<file path="config.mk">
export PLATFORM = sky130hd
export DESIGN_NAME = rxbuf_status_reg
export DESIGN_NICKNAME = d
export VERILOG_FILES = /design/src/rtl/rxbuf_pkg.sv /design/src/rtl/rxbuf_data_store.sv /design/src/rtl/rxbuf_err_flags.sv /design/src/rtl/rxbuf_arb_flag.sv /design/src/rtl/rxbuf_status_reg.sv
export SDC_FILE = /design/constraint.sdc
export NUM_CORES = 1
export LEC_CHECK = 0
export BUFFER_PORTS_ARGS = -buffer_cell sky130_fd_sc_hd__buf_4
export CAP_MARGIN = 0
export CORE_MARGIN = 2
export CORE_UTILIZATION = 44
export CTS_CLUSTER_DIAMETER = 40
export DETAILED_ROUTE_END_ITERATION = 6
export GPL_ROUTABILITY_DRIVEN = 0
export GPL_TIMING_DRIVEN = 0
export PLACE_DENSITY = 0.8
export SLEW_MARGIN = 20
export SYNTH_ARGS = -nofsm -noshare
export SYNTH_HDL_FRONTEND = slang
export SYNTH_SLANG_ARGS = --single-unit
</file>
<file path="constraint.sdc">
create_clock -name clk -period 2.2 [get_ports clk]
set_clock_uncertainty 0.2 [all_clocks]
set_input_delay 0 -clock clk [delete_from_list [all_inputs] [get_ports clk]]
set_output_delay 0 -clock clk [all_outputs]
set_load 0.03 [all_outputs]
</file>
<file path="src/rtl/rxbuf_pkg.sv">
package rxbuf_pkg;

    localparam int DATA_W   = 9;
    localparam int VIEW_W   = 16;
    localparam int MODE_W   = 3;
    localparam int POS_ARB  = 11;
    localparam int POS_OVR  = 12;
    localparam int POS_FRM  = 13;
    localparam int POS_PAR  = 14;
    localparam int POS_SUM  = 15;
    localparam int PAD_W    = POS_ARB - DATA_W;

    localparam logic [MODE_W-1:0] MODE_OFF = '0;

    typedef struct packed {
        logic par;
        logic frm;
        logic ovr;
    } err_t;

    typedef struct packed {
        logic [DATA_W-1:0] data;
        logic              full;
    } slot_t;

    function automatic logic rx_active(input logic [MODE_W-1:0] mode,
                                       input logic              en);
        return (mode != MODE_OFF) && en;
    endfunction

    function automatic logic [VIEW_W-1:0] pack_view(input logic [DATA_W-1:0] data,
                                                     input err_t              e,
                                                     input logic              sum,
                                                     input logic              arb);
        logic [VIEW_W-1:0] v;
        v                = '0;
        v[DATA_W-1:0]    = data;
        v[POS_ARB]       = arb;
        v[POS_OVR]       = e.ovr;
        v[POS_FRM]       = e.frm;
        v[POS_PAR]       = e.par;
        v[POS_SUM]       = sum;
        return v;
    endfunction

endpackage

</file>
<file path="src/rtl/rxbuf_data_store.sv">
module rxbuf_data_store
    import rxbuf_pkg::*;
(
    input  logic              clk,
    input  logic              rst,
    input  logic              active,
    input  logic              rx_done,
    input  logic [DATA_W-1:0] rx_word,
    input  logic              rd_lo,
    output slot_t             slot,
    output logic              ovr_evt
);

    slot_t slot_q;

    always_ff @(posedge clk) begin
        if (rst) begin
            slot_q <= '0;
        end else if (!active) begin
            slot_q.full <= 1'b0;
        end else if (rx_done) begin
            slot_q.data <= rx_word;
            slot_q.full <= 1'b1;
        end else if (rd_lo) begin
            slot_q.full <= 1'b0;
        end
    end

    assign slot    = slot_q;
    assign ovr_evt = active && rx_done && slot_q.full && !rd_lo;

    AST_IDLE_DATA_HOLDS: assert property (@(posedge clk) disable iff (rst)
        !(active && rx_done) |=> $stable(slot_q.data));

    AST_READ_EMPTIES: assert property (@(posedge clk) disable iff (rst)
        (rd_lo && !rx_done) |=> !slot_q.full);

endmodule

</file>
<file path="src/rtl/rxbuf_err_flags.sv">
module rxbuf_err_flags
    import rxbuf_pkg::*;
(
    input  logic clk,
    input  logic rst,
    input  logic active,
    input  err_t set_evt,
    input  logic rd_lo,
    output err_t flags,
    output logic sum
);

    err_t flags_q;
    err_t flags_n;
    logic sum_q;

    always_comb begin
        if (!active) begin
            flags_n = '0;
        end else begin
            flags_n.par = set_evt.par | (flags_q.par & ~rd_lo);
            flags_n.frm = set_evt.frm | (flags_q.frm & ~rd_lo);
            flags_n.ovr = set_evt.ovr | flags_q.ovr;
        end
    end

    always_ff @(posedge clk) begin
        if (rst) begin
            flags_q <= '0;
            sum_q   <= 1'b0;
        end else begin
            flags_q <= flags_n;
            sum_q   <= |flags_n;
        end
    end

    assign flags = flags_q;
    assign sum   = sum_q;

    AST_SUM_TRACKS: assert property (@(posedge clk) disable iff (rst)
        sum_q == (flags_q.par | flags_q.frm | flags_q.ovr));

    AST_OFF_CLEARS: assert property (@(posedge clk) disable iff (rst)
        !active |=> (flags_q == '0) && !sum_q);

    AST_READ_CLEARS: assert property (@(posedge clk) disable iff (rst)
        (rd_lo && !set_evt.par && !set_evt.frm) |=> !flags_q.par && !flags_q.frm);

    AST_OVR_STICKY: assert property (@(posedge clk) disable iff (rst)
        (active && flags_q.ovr) |=> flags_q.ovr);

    AST_SET_WINS: assert property (@(posedge clk) disable iff (rst)
        (active && set_evt.par) |=> flags_q.par);

endmodule

</file>
<file path="src/rtl/rxbuf_arb_flag.sv">
module rxbuf_arb_flag #(
    parameter bit ENABLE = 1'b1
) (
    input  logic clk,
    input  logic rst,
    input  logic arb_evt,
    input  logic wr_en,
    input  logic wr_val,
    output logic arb
);

    generate
        if (ENABLE) begin : g_arb
            logic arb_q;

            always_ff @(posedge clk) begin
                if (rst) begin
                    arb_q <= 1'b0;
                end else if (arb_evt) begin
                    arb_q <= 1'b1;
                end else if (wr_en && !wr_val) begin
                    arb_q <= 1'b0;
                end
            end

            assign arb = arb_q;

            AST_ONE_WRITE_KEEPS: assert property (@(posedge clk) disable iff (rst)
                (wr_en && wr_val && !arb_evt) |=> $stable(arb_q));

            AST_EVT_SETS: assert property (@(posedge clk) disable iff (rst)
                arb_evt |=> arb_q);
        end else begin : g_no_arb
            logic unused_arb_in;
            assign unused_arb_in = ^{clk, rst, arb_evt, wr_en, wr_val};
            assign arb = 1'b0;
        end
    endgenerate

endmodule

</file>
<file path="src/rtl/rxbuf_status_reg.sv">
module rxbuf_status_reg
    import rxbuf_pkg::*;
#(
    parameter bit ARB_EN = 1'b1
) (
    input  logic              clk,
    input  logic              rst,
    input  logic [MODE_W-1:0] mode_sel,
    input  logic              rx_enable,
    input  logic              rx_done,
    input  logic [DATA_W-1:0] rx_word,
    input  logic              rx_par_err,
    input  logic              rx_frm_err,
    input  logic              arb_lost,
    input  logic              rd_lo,
    input  logic              wr_en,
    input  logic              wr_arb_val,
    output logic [VIEW_W-1:0] rd_data
);

    logic  active;
    slot_t slot;
    logic  ovr_evt;
    err_t  set_evt;
    err_t  flags;
    logic  sum;
    logic  arb;

    assign active = rx_active(mode_sel, rx_enable);

    rxbuf_data_store u_store (
        .clk     (clk),
        .rst     (rst),
        .active  (active),
        .rx_done (rx_done),
        .rx_word (rx_word),
        .rd_lo   (rd_lo),
        .slot    (slot),
        .ovr_evt (ovr_evt)
    );

    always_comb begin
        set_evt.par = rx_done & rx_par_err;
        set_evt.frm = rx_done & rx_frm_err;
        set_evt.ovr = ovr_evt;
    end

    rxbuf_err_flags u_flags (
        .clk     (clk),
        .rst     (rst),
        .active  (active),
        .set_evt (set_evt),
        .rd_lo   (rd_lo),
        .flags   (flags),
        .sum     (sum)
    );

    rxbuf_arb_flag #(.ENABLE(ARB_EN)) u_arb (
        .clk     (clk),
        .rst     (rst),
        .arb_evt (arb_lost),
        .wr_en   (wr_en),
        .wr_val  (wr_arb_val),
        .arb     (arb)
    );

    assign rd_data = pack_view(slot.data, flags, sum, arb);

    AST_OVERRUN_REPLACES: assert property (@(posedge clk) disable iff (rst)
        (active && rx_done && slot.full && !rd_lo)
        |=> rd_data[POS_OVR] && (rd_data[DATA_W-1:0] == $past(rx_word)));

    AST_PAD_ZERO: assert property (@(posedge clk) disable iff (rst)
        rd_data[POS_ARB-1:DATA_W] == '0);

    AST_NOARB_ZERO: assert property (@(posedge clk) disable iff (rst)
        !ARB_EN |-> !rd_data[POS_ARB]);

endmodule

</file>
==> flow_summary.ini, run 1 <==
[status]
status = finished clean

[floorplanning]
fp.dieH_um = 42.9
core_area_sq_mm = 0.00145
ios = 38
die_w_um = 42.9
fp-row-count = 14
start_util_pct = 45.7
fp.dieArea_sq_mm = 0.00184

[grt]
grt_pass1_wl_um = 3270
antenna_found_initial = 0
grt_pass1_vias = 767
grt_usage_pct = 23.5
overflow = 0
grt_max_degree = 11

[logic_synthesis]
ys_ff_latch = 15
synth.distinct_cells = 18
syn_area_sq_um = 664
yosys_warnings = 0
syn_area_per_cell_sq_um = 8.41
ys_seq_area_share_pct = 45.2
syn_inst = 79

[pwr]
pwr-share-seq_pct = 46.7
p_clk_share_pct = 24.9
leakage_nw = 0.639
power_density_mw_per_mm2 = 473
p_comb_share_pct = 28.4
switchingPower_mw = 0.170
vdd_ir_drop_max_v = 0.000367
p_int_mw = 0.450
swShare_pct = 27.4

[setup_path]
cp.arrival_ps = 2080
cpPeakStageDelay_ps = 580
slowest_stage = dlygate4sd3_1
end_kind = flop
crit_top_cell = dlygate4sd3_1
crit_chain = dlygate4sd3_1, buf_2, a22oi_2, dlygate4sd3_1, nor2_1, dlygate4sd3_1
cp-start-kind = input pin
critPathKind = input pin to flop
regToRegSetupSlack_ps = 120
required_ps = 2160
crit_path_max_fanout = 7

[detailed_routing]
drtPass1Iterations = 4
ant_nets = 0
detail_route.iter0.violations = 9
routed-via-count = 789
drc = 0
post_drt_wl_per_cell_um = 12.7
via_per_inst = 4.72
finalWirelength_um = 2120

[cts]
h-tree-depth = 1
clock_path_buffers = 2
clkLatencyLatePin_ps = 270
numCtsBuffers = 3
cts.sink_count = 15
clk_pin_slew_ps = 90
cts_root_buf = clkbuf_4
cts_tree = yes

[final_layout]
areaGrowthSynthToFinish_pct = 97.4
layout_common_cells = buf_4, dlygate4sd3_1, nand2_1
drive_gt1_share_pct = 37.7
antennaDiodeCount = 0
nets = 174
final_area_sq_mm = 0.00131
layout_commonest_cell = buf_4

[placed_design]
place_ws_ps = 1060
port_buffers = 34
dp_hpwl_um = 1050
place_area_sq_um = 943

[timing]
setup_violations = 0
setup_ws_ps = 78.7
timing.final.crit_period_ps = 2120
rsz0062_at_grt = false
max_freq_mhz = 471
setup-tns-final_ps = 0
maxSlewViolCount = 0
finalCritPeriodShare_pct = 96.4
hold_viol_final = 0

[flow_run]
drv_cap = 0

[worst_hold_path]
min_path_type = input pin to flop
==> layer usage <==
layer	wire length (um)	up-vias	global-route usage, %	part of all wire, %
met5	0	-	0	0
met4	41	0	10.0	1.9
met1	883	370	26.9	42
li1	-	390	-	-
met2	1130	25	43.6	54
met3	57	4	1.70	2.7
==> logic make-up (layout without fill, tap and decap cells) <==
kind of cell | Yosys count | in the layout | share of synthesized area, %
simple gates | 26 | 26 | 15.4
other cells | 1 | 2 | 0.564
flops | 15 | 15 | 45.2
buf+inv | 18 | 89 | 17.9
compound gates | 19 | 19 | 20.9
==> what timing repair did <==
| action | in CTS | in global routing |
|---|---|---|
| hold buffers | 33 | 0 |
| setup buffers | 0 | 0 |
| resized for setup | 0 | 4 |
| setup endpoints to repair | 0 | 3 |
| hold endpoints to repair | 15 | 0 |
==> flip-flops by register name (all words and copies together) (netlist names) <==
| signal | cells |
|---|---|
| u_arb.arb | 1 |
| u_flags.flags | 3 |
| u_flags.sum | 1 |
| u_store.slot | 10 |
==> path summary, 6_finish.rpt <==
path                                     start                           end  cells past startpoint
setup / recovery                       rx_done   u_flags.flags[1]$_SDFF_PP0_                      6
hold / removal                       rx_enable   u_flags.flags[0]$_SDFF_PP0_                      4
setup reg to reg  u_store.slot[0]$_SDFFE_PP0P_  u_store.slot[0]$_SDFFE_PP0P_                      5
hold reg to reg    u_flags.flags[0]$_SDFF_PP0_   u_flags.flags[0]$_SDFF_PP0_                      2
==> through the flow <==
stage	hold slack, ps	instances	utilization, %	total power [mW]
floorplan	-82.6	80	-	0.365
global placement	11.5	130	64.9	0.418
detailed placement	22.2	130	64.9	0.420
CTS	309	167	89.5	0.611
global route	120	167	90.2	0.643
finish	107	167	90.2	0.620
==> power groups by stage <==
stage,registers [mW],logic (mW),clock network [mW]
after global routing,0.291,0.187,0.165
after floorplan,0.296,0.0693,0
after CTS,0.288,0.169,0.154
after detailed placement,0.295,0.126,0
final,0.290,0.176,0.154
after global placement,0.294,0.124,0
==> critical path, delay by kind of cell <==
kind | cells | cell delay [ps]
buffers and inverters | 4 | 1860
AND/OR/NAND/NOR | 1 | 50
AO/OA/AOI/OAI | 1 | 180
==> area by class of cell <==
class,instances,area [sq um]
fill,58,143
buffer,16,111
clock buffer,3,22.5
clock inverter,1,5.00
sequential,15,300
multi-input combinational,47,256
inverter,2,7.51
timing repair buffer,67,588
tap,16,20.0
==> synth_stat cells <==
| cell type | number | area share [%] |
|---|---|---|
| conb_1 | 1 | 0.56 |
| nor2b_1 | 1 | 0.94 |
| o21ai_0 | 2 | 1.5 |
| nand2_1 | 18 | 10 |
| a21oi_1 | 11 | 8.3 |
| o311ai_2 | 1 | 2.4 |
| a22oi_1 | 2 | 2.3 |
| nor2_1 | 6 | 3.4 |
| buf_2 | 1 | 0.75 |
| buf_4 | 13 | 15 |
| clkbuf_1 | 1 | 0.56 |
| clkbuf_2 | 1 | 0.75 |
| dfxtp_1 | 15 | 45 |
| a31oi_1 | 1 | 0.94 |
| nand2b_1 | 1 | 0.94 |
| o311ai_4 | 1 | 4.0 |
| o311a_1 | 1 | 1.5 |
| inv_1 | 2 | 1.1 |
No activity file was read; power rests on OpenSTA's default activity.
==> run 2, diff against run 1 <==
--- a/config.mk
+++ b/config.mk
@@ -5,15 +5,14 @@
 export SDC_FILE = /design/constraint.sdc
 export NUM_CORES = 1
 export LEC_CHECK = 0
-export BUFFER_PORTS_ARGS = -buffer_cell sky130_fd_sc_hd__buf_4
 export CAP_MARGIN = 0
-export CORE_MARGIN = 2
-export CORE_UTILIZATION = 44
+export CORE_AREA = 2 2 39 41
 export CTS_CLUSTER_DIAMETER = 40
 export DETAILED_ROUTE_END_ITERATION = 6
+export DIE_AREA = 0 0 41 43
+export DONT_BUFFER_PORTS = 1
 export GPL_ROUTABILITY_DRIVEN = 0
 export GPL_TIMING_DRIVEN = 0
-export PLACE_DENSITY = 0.8
 export SLEW_MARGIN = 20
 export SYNTH_ARGS = -nofsm -noshare
 export SYNTH_HDL_FRONTEND = slang
==> run 2 against run 1 <==
Effect of this change: wire length decreased by 11%; sequential share of layout area up 3.5 points; clock power about the same; register-to-register slack improved by 20 ps; fmax up 3.1%; via count down 12%; utilization decreased by 7.2 points.
==> flow_summary.ini, run 2 (same netlist as run 1, synthesis figures left out) <==
[status]
status = finished clean

[setup_path]
cp-start-kind = flop
crit_family = buffers and inverters
cpPeakStageDelay_ps = 570
crit_chain = nor2b_1, nor2_1, dlygate4sd3_1, nor2_1, dlygate4sd3_1
crit_path_max_fanout = 2
cp.arrival_ps = 2080
end_kind = flop
cp_num_buf_inv = 2
required_ps = 2220
slowest_stage = dlygate4sd3_1
critPathKind = flop to flop

[placed_design]
place_ws_ps = 1110
placed_cells = 96
port_buffers = 0
dp_hpwl_um = 887

[pwr]
p_total_mw = 0.583
leakage_nw = 0.487
vdd_ir_drop_max_v = 0.000407
power_density_mw_per_mm2 = 507

[flow_run]
drv_cap = 0

[final_layout]
final_cells = 143
largest_reg_flops = 10
drive_gt1_share_pct = 18.1
layout_common_cells = dlygate4sd3_1, nand2_1, buf_4, dfxtp_1, a21oi_1
layout_commonest_cell = dlygate4sd3_1
antennaDiodeCount = 0
nets = 150
areaGrowthSynthToFinish_pct = 72.9

[floorplanning]
core_area_sq_mm = 0.00138
fp.dieH_um = 43
die_w_um = 41
fp.dieArea_sq_mm = 0.00176
start_util_pct = 48.0
ios = 38
fp-row-count = 14

[timing]
maxSlewViolCount = 0
setup_violations = 0
setup_ws_ps = 142
max_freq_mhz = 486
hold_viol_final = 0
finalCritPeriodShare_pct = 93.6
whs_ps = 315
timing.final.crit_period_ps = 2060
rsz0062_at_grt = false
setup-tns-final_ps = 0

[grt]
grt_usage_pct = 24.3
grt_max_degree = 11
grt_pass1_vias = 687
grt_pass1_wl_um = 2820
overflow = 0
antenna_found_initial = 0

[cts]
cts_root_buf = clkbuf_4
cts.sink_count = 15
h-tree-depth = 1
cts_tree = yes
clk_pin_slew_ps = 90
numCtsBuffers = 3
clock_path_buffers = 2
post-cts-setup-buffer-count = 0
clkLatencyLatePin_ps = 280

[detailed_routing]
routed-via-count = 697
finalWirelength_um = 1890
detail_route.iter0.violations = 5
drc = 0
drtPass1Iterations = 4
ant_nets = 0
via_per_inst = 4.87
post_drt_wl_per_cell_um = 13.2

[worst_hold_path]
min_path_type = input pin to flop
[run 2: cell count changes in the layout (fill, tap and decap cells not counted), sizes merged]
| cell | before | now |
|---|---|---|
| dlymetal6s4s | 1 | 0 |
| buf | 49 | 14 |
| dlygate4sd3 | 32 | 43 |
| clkbuf | 4 | 5 |
[run 2: cell type report]
class                   instances  area [sq um]
multi-input cells              47           249
inverters                       2          7.51
fillers                        88           235
flip-flops and latches         15           303
clock inverters                 1          5.00
plain buffers                  16           111
clock buffers                   3          22.5
repair buffers                 43           430
well taps                      16          20.0
[run 2: metrics by stage]
step,area [sq um],utilization [%]
after floorplan,668,-
after detailed placement,688,49.7
after global placement,688,49.7
after CTS,1150,82.8
after global routing,1150,83.0
final,1150,83.0
[run 2: final timing paths]
| path | slack [ps] | from | end | cells after the start |
|---|---|---|---|---|
| setup / recovery | 140 | u_store.slot[0]$_SDFFE_PP0P_ | u_store.slot[0]$_SDFFE_PP0P_ | 5 |
| hold / removal | 320 | rst | u_flags.flags[2]$_SDFF_PP0_ | 4 |
| setup reg to reg | 140 | u_store.slot[0]$_SDFFE_PP0P_ | u_store.slot[0]$_SDFFE_PP0P_ | 5 |
| hold reg to reg | 540 | u_store.slot[0]$_SDFFE_PP0P_ | u_flags.flags[0]$_SDFF_PP0_ | 3 |
[run 2: repair_timing]
item,CTS,global route
hold buffers,43,0
endpoints found under the hold margin,15,0
endpoints found under the setup margin,0,2
gates resized for setup,0,2
[run 2: worst min-delay path: cells and delay by family]
kind | cells | cell delay (ps)
AND/OR/NAND/NOR | 1 | 60
AO/OA/AOI/OAI | 1 | 120
buffers and inverters | 2 | 570
[run 2: power breakdown]
| part | internal (mW) | switching (mW) | leakage, nW | total, mW |
|---|---|---|---|---|
| Sequential | 0.283 | 0.00838 | 0.123 | 0.292 |
| Clock | 0.0674 | 0.0882 | 0.0177 | 0.156 |
| Combinational | 0.0744 | 0.0610 | 0.346 | 0.135 |
[run 2: metal layers]
layer | vias up | share of wire, % | track usage, %
li1 | 341 | - | -
met2 | 31 | 56 | 45.3
met5 | - | 0 | 0
met1 | 323 | 37 | 23.2
met4 | 0 | 1.0 | 12.0
met3 | 2 | 5.4 | 3.66
